--- src/rtl/gpio_port_pkg.sv ---
package gpio_port_pkg;

  // Register offsets (byte addresses)
  localparam int OFF_OUT   = 'h00;
  localparam int OFF_DIR   = 'h0C;
  localparam int OFF_IN    = 'h18;
  localparam int OFF_STS   = 'h1C;
  localparam int SET_STEP  = 'h04;
  localparam int CLR_STEP  = 'h08;

  // Number of writable registers and their indices
  localparam int NREG      = 3;
  localparam int IDX_OUT   = 0;
  localparam int IDX_DIR   = 1;
  localparam int IDX_STS   = 2;

  typedef enum logic [1:0] {
    WOP_NONE = 2'd0,
    WOP_LOAD = 2'd1,
    WOP_SET  = 2'd2,
    WOP_CLR  = 2'd3
  } wop_e;

  function automatic int reg_base(input int idx);
    case (idx)
      IDX_OUT: reg_base = OFF_OUT;
      IDX_DIR: reg_base = OFF_DIR;
      default: reg_base = OFF_STS;
    endcase
  endfunction

endpackage

--- src/rtl/gpio_bitreg.sv ---
module gpio_bitreg
  import gpio_port_pkg::*;
#(
  parameter int W = 32
) (
  input  logic         clk,
  input  logic         rst_n,
  input  wop_e         op,
  input  logic [W-1:0] wdata,
  output logic [W-1:0] q
);

  logic [W-1:0] q_nxt;
  logic         q_en;

  // Next-state logic
  always_comb begin
    q_en  = 1'b1;
    q_nxt = q;
    case (op)
      WOP_LOAD: q_nxt = wdata;
      WOP_SET:  q_nxt = q | wdata;
      WOP_CLR:  q_nxt = q & ~wdata;
      default:  q_en  = 1'b0;
    endcase
  end

  // State register
  always_ff @(posedge clk or negedge rst_n) begin
    if (!rst_n)    q <= '0;
    else if (q_en) q <= q_nxt;
  end

  a_r2_load_replaces: assert property (@(posedge clk) disable iff (!rst_n)
    (op == WOP_LOAD) |=> (q == $past(wdata)));

  a_r3_set_keeps_and_adds: assert property (@(posedge clk) disable iff (!rst_n)
    (op == WOP_SET) |=> (((q & $past(wdata)) == $past(wdata)) && ((q & $past(q)) == $past(q))));

  a_r4_clear_only_marked: assert property (@(posedge clk) disable iff (!rst_n)
    (op == WOP_CLR) |=> (((q & $past(wdata)) == '0) && ((q | $past(wdata)) == ($past(q) | $past(wdata)))));

  a_r8_idle_holds: assert property (@(posedge clk) disable iff (!rst_n)
    (op == WOP_NONE) |=> $stable(q));

endmodule

--- src/rtl/gpio_insync.sv ---
module gpio_insync #(
  parameter int W = 32
) (
  input  logic         clk,
  input  logic         rst_n,
  input  logic [W-1:0] d,
  output logic [W-1:0] q
);

  logic [W-1:0] stage1;
  logic [W-1:0] stage1_nxt;
  logic [W-1:0] q_nxt;

  always_comb begin
    stage1_nxt = d;
    q_nxt      = stage1;
  end

  always_ff @(posedge clk or negedge rst_n) begin
    if (!rst_n) begin
      stage1 <= '0;
      q      <= '0;
    end else begin
      stage1 <= stage1_nxt;
      q      <= q_nxt;
    end
  end

  a_r7_two_stage: assert property (@(posedge clk) disable iff (!rst_n)
    ##1 1'b1 |=> (q == $past(d, 2)));

endmodule

--- src/rtl/gpio_rdmux.sv ---
module gpio_rdmux
  import gpio_port_pkg::*;
#(
  parameter int W      = 32,
  parameter int ADDR_W = 8
) (
  input  logic              clk,
  input  logic              rst_n,
  input  logic              rd,
  input  logic [ADDR_W-1:0] addr,
  input  logic [W-1:0]      out_q,
  input  logic [W-1:0]      dir_q,
  input  logic [W-1:0]      sts_q,
  input  logic [W-1:0]      in_q,
  output logic [W-1:0]      rdata
);

  localparam logic [ADDR_W-1:0] A_OUT = ADDR_W'(OFF_OUT);
  localparam logic [ADDR_W-1:0] A_DIR = ADDR_W'(OFF_DIR);
  localparam logic [ADDR_W-1:0] A_IN  = ADDR_W'(OFF_IN);
  localparam logic [ADDR_W-1:0] A_STS = ADDR_W'(OFF_STS);

  logic [W-1:0] sel;
  logic [W-1:0] rdata_nxt;
  logic         rdata_en;
  logic         hit;

  // Aliases and unmapped offsets fall through to zero
  always_comb begin
    hit = 1'b1;
    case (addr)
      A_OUT:   sel = out_q;
      A_DIR:   sel = dir_q;
      A_IN:    sel = in_q;
      A_STS:   sel = sts_q;
      default: begin
        sel = '0;
        hit = 1'b0;
      end
    endcase
    rdata_en  = rd;
    rdata_nxt = sel;
  end

  always_ff @(posedge clk or negedge rst_n) begin
    if (!rst_n)        rdata <= '0;
    else if (rdata_en) rdata <= rdata_nxt;
  end

  a_r9_miss_reads_zero: assert property (@(posedge clk) disable iff (!rst_n)
    (rd && !hit) |=> (rdata == '0));

  a_r10_hold_without_read: assert property (@(posedge clk) disable iff (!rst_n)
    !rd |=> $stable(rdata));

  a_r10_out_read_value: assert property (@(posedge clk) disable iff (!rst_n)
    (rd && addr == A_OUT) |=> (rdata == $past(out_q)));

endmodule

--- src/rtl/gpio_port.sv ---
module gpio_port
  import gpio_port_pkg::*;
#(
  parameter int W      = 32,
  parameter int ADDR_W = 8
) (
  input  logic              clk,
  input  logic              rst_n,
  input  logic [ADDR_W-1:0] bus_addr,
  input  logic              bus_wr,
  input  logic [W-1:0]      bus_wdata,
  input  logic              bus_rd,
  output logic [W-1:0]      bus_rdata,
  input  logic [W-1:0]      pin_in,
  output logic [W-1:0]      pin_out,
  output logic [W-1:0]      pin_oe
);

  logic [W-1:0] reg_q [NREG];
  wop_e         reg_op [NREG];
  logic [W-1:0] in_q;

  // One register instance per writable register, each with its own decoder
  for (genvar i = 0; i < NREG; i++) begin : g_reg
    localparam logic [ADDR_W-1:0] BASE = ADDR_W'(reg_base(i));
    localparam logic [ADDR_W-1:0] ASET = ADDR_W'(reg_base(i) + SET_STEP);
    localparam logic [ADDR_W-1:0] ACLR = ADDR_W'(reg_base(i) + CLR_STEP);

    always_comb begin
      reg_op[i] = WOP_NONE;
      if (bus_wr) begin
        if (bus_addr == BASE)      reg_op[i] = WOP_LOAD;
        else if (bus_addr == ASET) reg_op[i] = WOP_SET;
        else if (bus_addr == ACLR) reg_op[i] = WOP_CLR;
      end
    end

    gpio_bitreg #(.W(W)) u_reg (
      .clk   (clk),
      .rst_n (rst_n),
      .op    (reg_op[i]),
      .wdata (bus_wdata),
      .q     (reg_q[i])
    );
  end

  gpio_insync #(.W(W)) u_sync (
    .clk   (clk),
    .rst_n (rst_n),
    .d     (pin_in),
    .q     (in_q)
  );

  gpio_rdmux #(.W(W), .ADDR_W(ADDR_W)) u_rd (
    .clk   (clk),
    .rst_n (rst_n),
    .rd    (bus_rd),
    .addr  (bus_addr),
    .out_q (reg_q[IDX_OUT]),
    .dir_q (reg_q[IDX_DIR]),
    .sts_q (reg_q[IDX_STS]),
    .in_q  (in_q),
    .rdata (bus_rdata)
  );

  assign pin_out = reg_q[IDX_OUT];
  assign pin_oe  = reg_q[IDX_DIR];

  localparam logic [ADDR_W-1:0] A_OSET = ADDR_W'(OFF_OUT + SET_STEP);
  localparam logic [ADDR_W-1:0] A_DCLR = ADDR_W'(OFF_DIR + CLR_STEP);
  localparam logic [ADDR_W-1:0] A_IN   = ADDR_W'(OFF_IN);

  a_r5_alias_reads_zero: assert property (@(posedge clk) disable iff (!rst_n)
    (bus_rd && (bus_addr == A_OSET || bus_addr == A_DCLR)) |=> (bus_rdata == '0));

  a_r8_input_write_ignored: assert property (@(posedge clk) disable iff (!rst_n)
    (bus_wr && bus_addr == A_IN) |=> ($stable(pin_out) && $stable(pin_oe)));

  a_r1_reset_quiet: assert property (@(posedge clk)
    !rst_n |-> (pin_out == '0 && pin_oe == '0 && bus_rdata == '0));

endmodule

--- config.mk ---
export PLATFORM = sky130hd
export DESIGN_NAME = gpio_port
export DESIGN_NICKNAME = d
export VERILOG_FILES = /design/src/rtl/gpio_port_pkg.sv /design/src/rtl/gpio_bitreg.sv /design/src/rtl/gpio_insync.sv /design/src/rtl/gpio_rdmux.sv /design/src/rtl/gpio_port.sv
export SDC_FILE = /design/constraint.sdc
export NUM_CORES = 1
export LEC_CHECK = 0
export ABC_AREA = 1
export BUFFER_PORTS_ARGS = -buffer_cell sky130_fd_sc_hd__buf_2
export CELL_PAD_IN_SITES_DETAIL_PLACEMENT = 0
export CELL_PAD_IN_SITES_GLOBAL_PLACEMENT = 1
export CORE_ASPECT_RATIO = 0.5
export CORE_MARGIN = 4
export CORE_UTILIZATION = 44
export CTS_CLUSTER_DIAMETER = 80
export CTS_CLUSTER_SIZE = 20
export DETAILED_ROUTE_END_ITERATION = 12
export HOLD_SLACK_MARGIN = 0.05
export MAX_ROUTING_LAYER = met4
export PLACE_DENSITY_LB_ADDON = 0.1
export SLEW_MARGIN = 20
export SYNTH_ARGS = -nofsm -noshare
export SYNTH_HDL_FRONTEND = slang
export SYNTH_SLANG_ARGS = --single-unit
--- constraint.sdc ---
create_clock -name clk -period 1.3 [get_ports clk]
set_input_delay 0.065 -clock clk [delete_from_list [all_inputs] [get_ports clk]]
set_output_delay 0.065 -clock clk [all_outputs]
set_load 0.02 [all_outputs]
==> impl_metrics.json <==
{
  "outcome": "finished clean",
  "cp.required_ps": 1240,
  "synth_cell_types": 18,
  "wl_met2_um": 13500,
  "drv_cap": 0,
  "coreArea_sq_um": 19700,
  "cts.path.max_buffers": 2,
  "cts_buffers": 17,
  "cellPowerDensity_nw_per_um2": 1190,
  "crit_family": "flip-flops",
  "drive_above_1_share_pct": 21.1,
  "cp-start-kind": "flip-flop",
  "area_delta_synth_final_pct": 30.9,
  "hold_class": "primary input to asynchronous set/reset pin",
  "max_slew_margin_pct": 70.2,
  "ff2ff_setup_slack_ps": 340,
  "cts_max_level": 4,
  "start_util_pct": 45.5,
  "via_count": 8669,
  "grt_pass1_wl_um": 46600,
  "ir_worst_vdd_mv": 0.786,
  "critPathKind": "flip-flop to primary output",
  "gr-total-overflow": 0,
  "slowest_delay_ps": 440,
  "ant_nets": 0,
  "rr_endpoint": "u_rd.rdata[30]",
  "cp_num_buf_inv": 1,
  "post-cts-setup-buffer-count": 0,
  "finalCritPeriodShare_pct": 89.0,
  "crit_chain": "buf_2",
  "grt_max_degree": 46,
  "max_freq_mhz": 865,
  "cts.clk_slew.worst_paths_ps": 70,
  "endpoint": "pin_out[12]",
  "rows": 36,
  "timing.rr.start": "g_reg[1].u_reg.q[30]",
  "reg2reg_depth": 4,
  "drt_iter0_drc": 672,
  "die-width_um": 210,
  "cts-resized-gates": 0,
  "drv_slew": 0,
  "die_height_um": 109,
  "worstSkewPairLatency_ps": 440,
  "gpl.final_weighted_congestion": 0.887,
  "drt_first_pass_iters": 5,
  "final_util_pct": 59.5,
  "ctsHoldBuffers": 66,
  "remaining_drc_errors": 0,
  "cp_max_fo": 3,
  "port_buffers": 171,
  "slowest_stage": "dfrtp_1",
  "boundaryPins": 172,
  "num-nets-final": 1437,
  "wirelength_um": 29100,
  "cts-root-buf": "clkbuf_16",
  "post-dp-hpwl_um": 19800,
  "grtUsageTotal_pct": 26.8,
  "synth_nets": 1196,
  "cp_data_arrival_time_ps": 1090,
  "syn-instance-count": 1120,
  "stdcell_area_sq_um": 11700,
  "grt_pass1_vias": 8444,
  "skew_ps": 8.62,
  "finalSetupViolCount": 0,
  "tightest_slew_ps": 448,
  "endpoint_kind": "primary output",
  "antenna_found_initial": 1,
  "finalCriticalPeriod_ps": 1160,
  "die_area_sq_um": 22900,
  "wl_met3_um": 1660,
  "top_layer": "met4",
  "finalSetupTns_ps": 0,
  "netlist_area_sq_um": 8970,
  "via_per_inst": 5.28,
  "place_area_sq_um": 10500,
  "yosys_warnings": 0,
  "crit_start": "g_reg[0].u_reg.q[12]",
  "wl_per_cell_um": 17.7,
  "avgSynthCellArea_sq_um": 8.01,
  "cts.sinks": 192,
  "ys_ff_latch": 192,
  "rsz0062_at_grt": "no",
  "path_depth": 1,
  "cts_tree": "done",
  "wl_met1_um": 13500,
  "yosysSeqAreaShare_pct": 53.6,
  "power.leakage_uw": 0.00595,
  "finalHoldViolCount": 0,
  "nFillCells": 1811
}
==> synthesized netlist by cell type <==
| cell | n | area [sq um] |
|---|---|---|
| buf_1 | 6 | 22.5 |
| buf_2 | 34 | 170 |
| buf_4 | 5 | 37.5 |
| buf_6 | 9 | 101 |
| clkbuf_1 | 22 | 82.6 |
| dfrtp_1 | 192 | 4800 |
| inv_1 | 67 | 251 |
| inv_2 | 11 | 41.3 |
| nand2_1 | 402 | 1510 |
| nand2_2 | 6 | 37.5 |
| nand2_4 | 1 | 11.3 |
| nand3_1 | 290 | 1450 |
| nand4_1 | 33 | 206 |
| nor2_1 | 3 | 11.3 |
| nor2_2 | 2 | 12.5 |
| nor2_4 | 4 | 45.0 |
| o211ai_2 | 1 | 12.5 |
| o21ai_0 | 32 | 160 |
==> kinds of logic after synthesis <==
logic type             count (synthesis)  share of synthesized area, %
AND/OR/NAND/NOR                      741                          36.6
flip-flops                           192                          53.6
AO/OA/AOI/OAI                         33                          1.93
buffers and inverters                154                          7.88
==> where the power goes <==
group / internal (uW) / switching [uW]
clock: 2750 / 2370
sequential: 6500 / 435
combinational: 703 / 1200
total: 9950 / 4010
==> worst register-to-register path: stages (launching register included) <==
cell	delay, ps
dfrtp_1	400
nand3_1	90
nand4_1	190
nand2_1	120
nand2_1	50
==> worst min path at each step <==
stage                                endpoint  slack, ps  depth (start not counted)
after floorplan           g_reg[0].u_reg.q[0]       -230                          0
after global routing          u_sync.q_nxt[6]        120                          2
final                         u_sync.q_nxt[6]        100                          2
after global placement            u_sync.q[5]         10                          1
after CTS                     u_sync.q_nxt[5]        110                          2
after detailed placement      u_sync.q_nxt[5]         10                          1
==> layout by cell type, fill, tap and decap left out, types with 22 or more instances in the layout <==
master         count
nand2_1          402
buf_12            22
buf_4             39
buf_2            170
nand3_1          289
dfrtp_1          192
dlygate4sd3_1     66
o21ai_0           32
inv_1             67
nand4_1           33
==> area by class of cell <==
cell class | instances | area, sq um | area share (%)
clock inverter | 12 | 109 | 0.927
sequential | 192 | 4800 | 40.9
tap | 266 | 333 | 2.84
timing repair buffer | 298 | 2260 | 19.2
multi-input combinational | 774 | 3480 | 29.6
antenna | 1 | 2.50 | 0.0213
clock buffer | 20 | 457 | 3.89
inverter | 78 | 293 | 2.49
==> per-stage QoR <==
step	hold WS, ps	instances	total power (uW)	setup slack, ps
after detailed placement	11.8	1542	8800	-167
after CTS	106	1640	14100	148
final	103	1641	14000	143
after floorplan	-231	1120	7820	213
after global routing	125	1641	14600	127
after global placement	13.7	1542	8750	-138
==> registers in the layout (all words and copies together), names as in the netlist <==
register      cells
u_sync.q         32
u_rd.rdata       32
u_sync.q_nxt     32
g.u_reg.q        96
==> per-layer routing <==
layer,global-route usage [%],up-vias
met5,-,-
met4,7.86,0
met3,4.20,38
met2,41.8,294
met1,36.8,4212
li1,-,4125
Note: power is estimated with default switching activity, not from simulation.
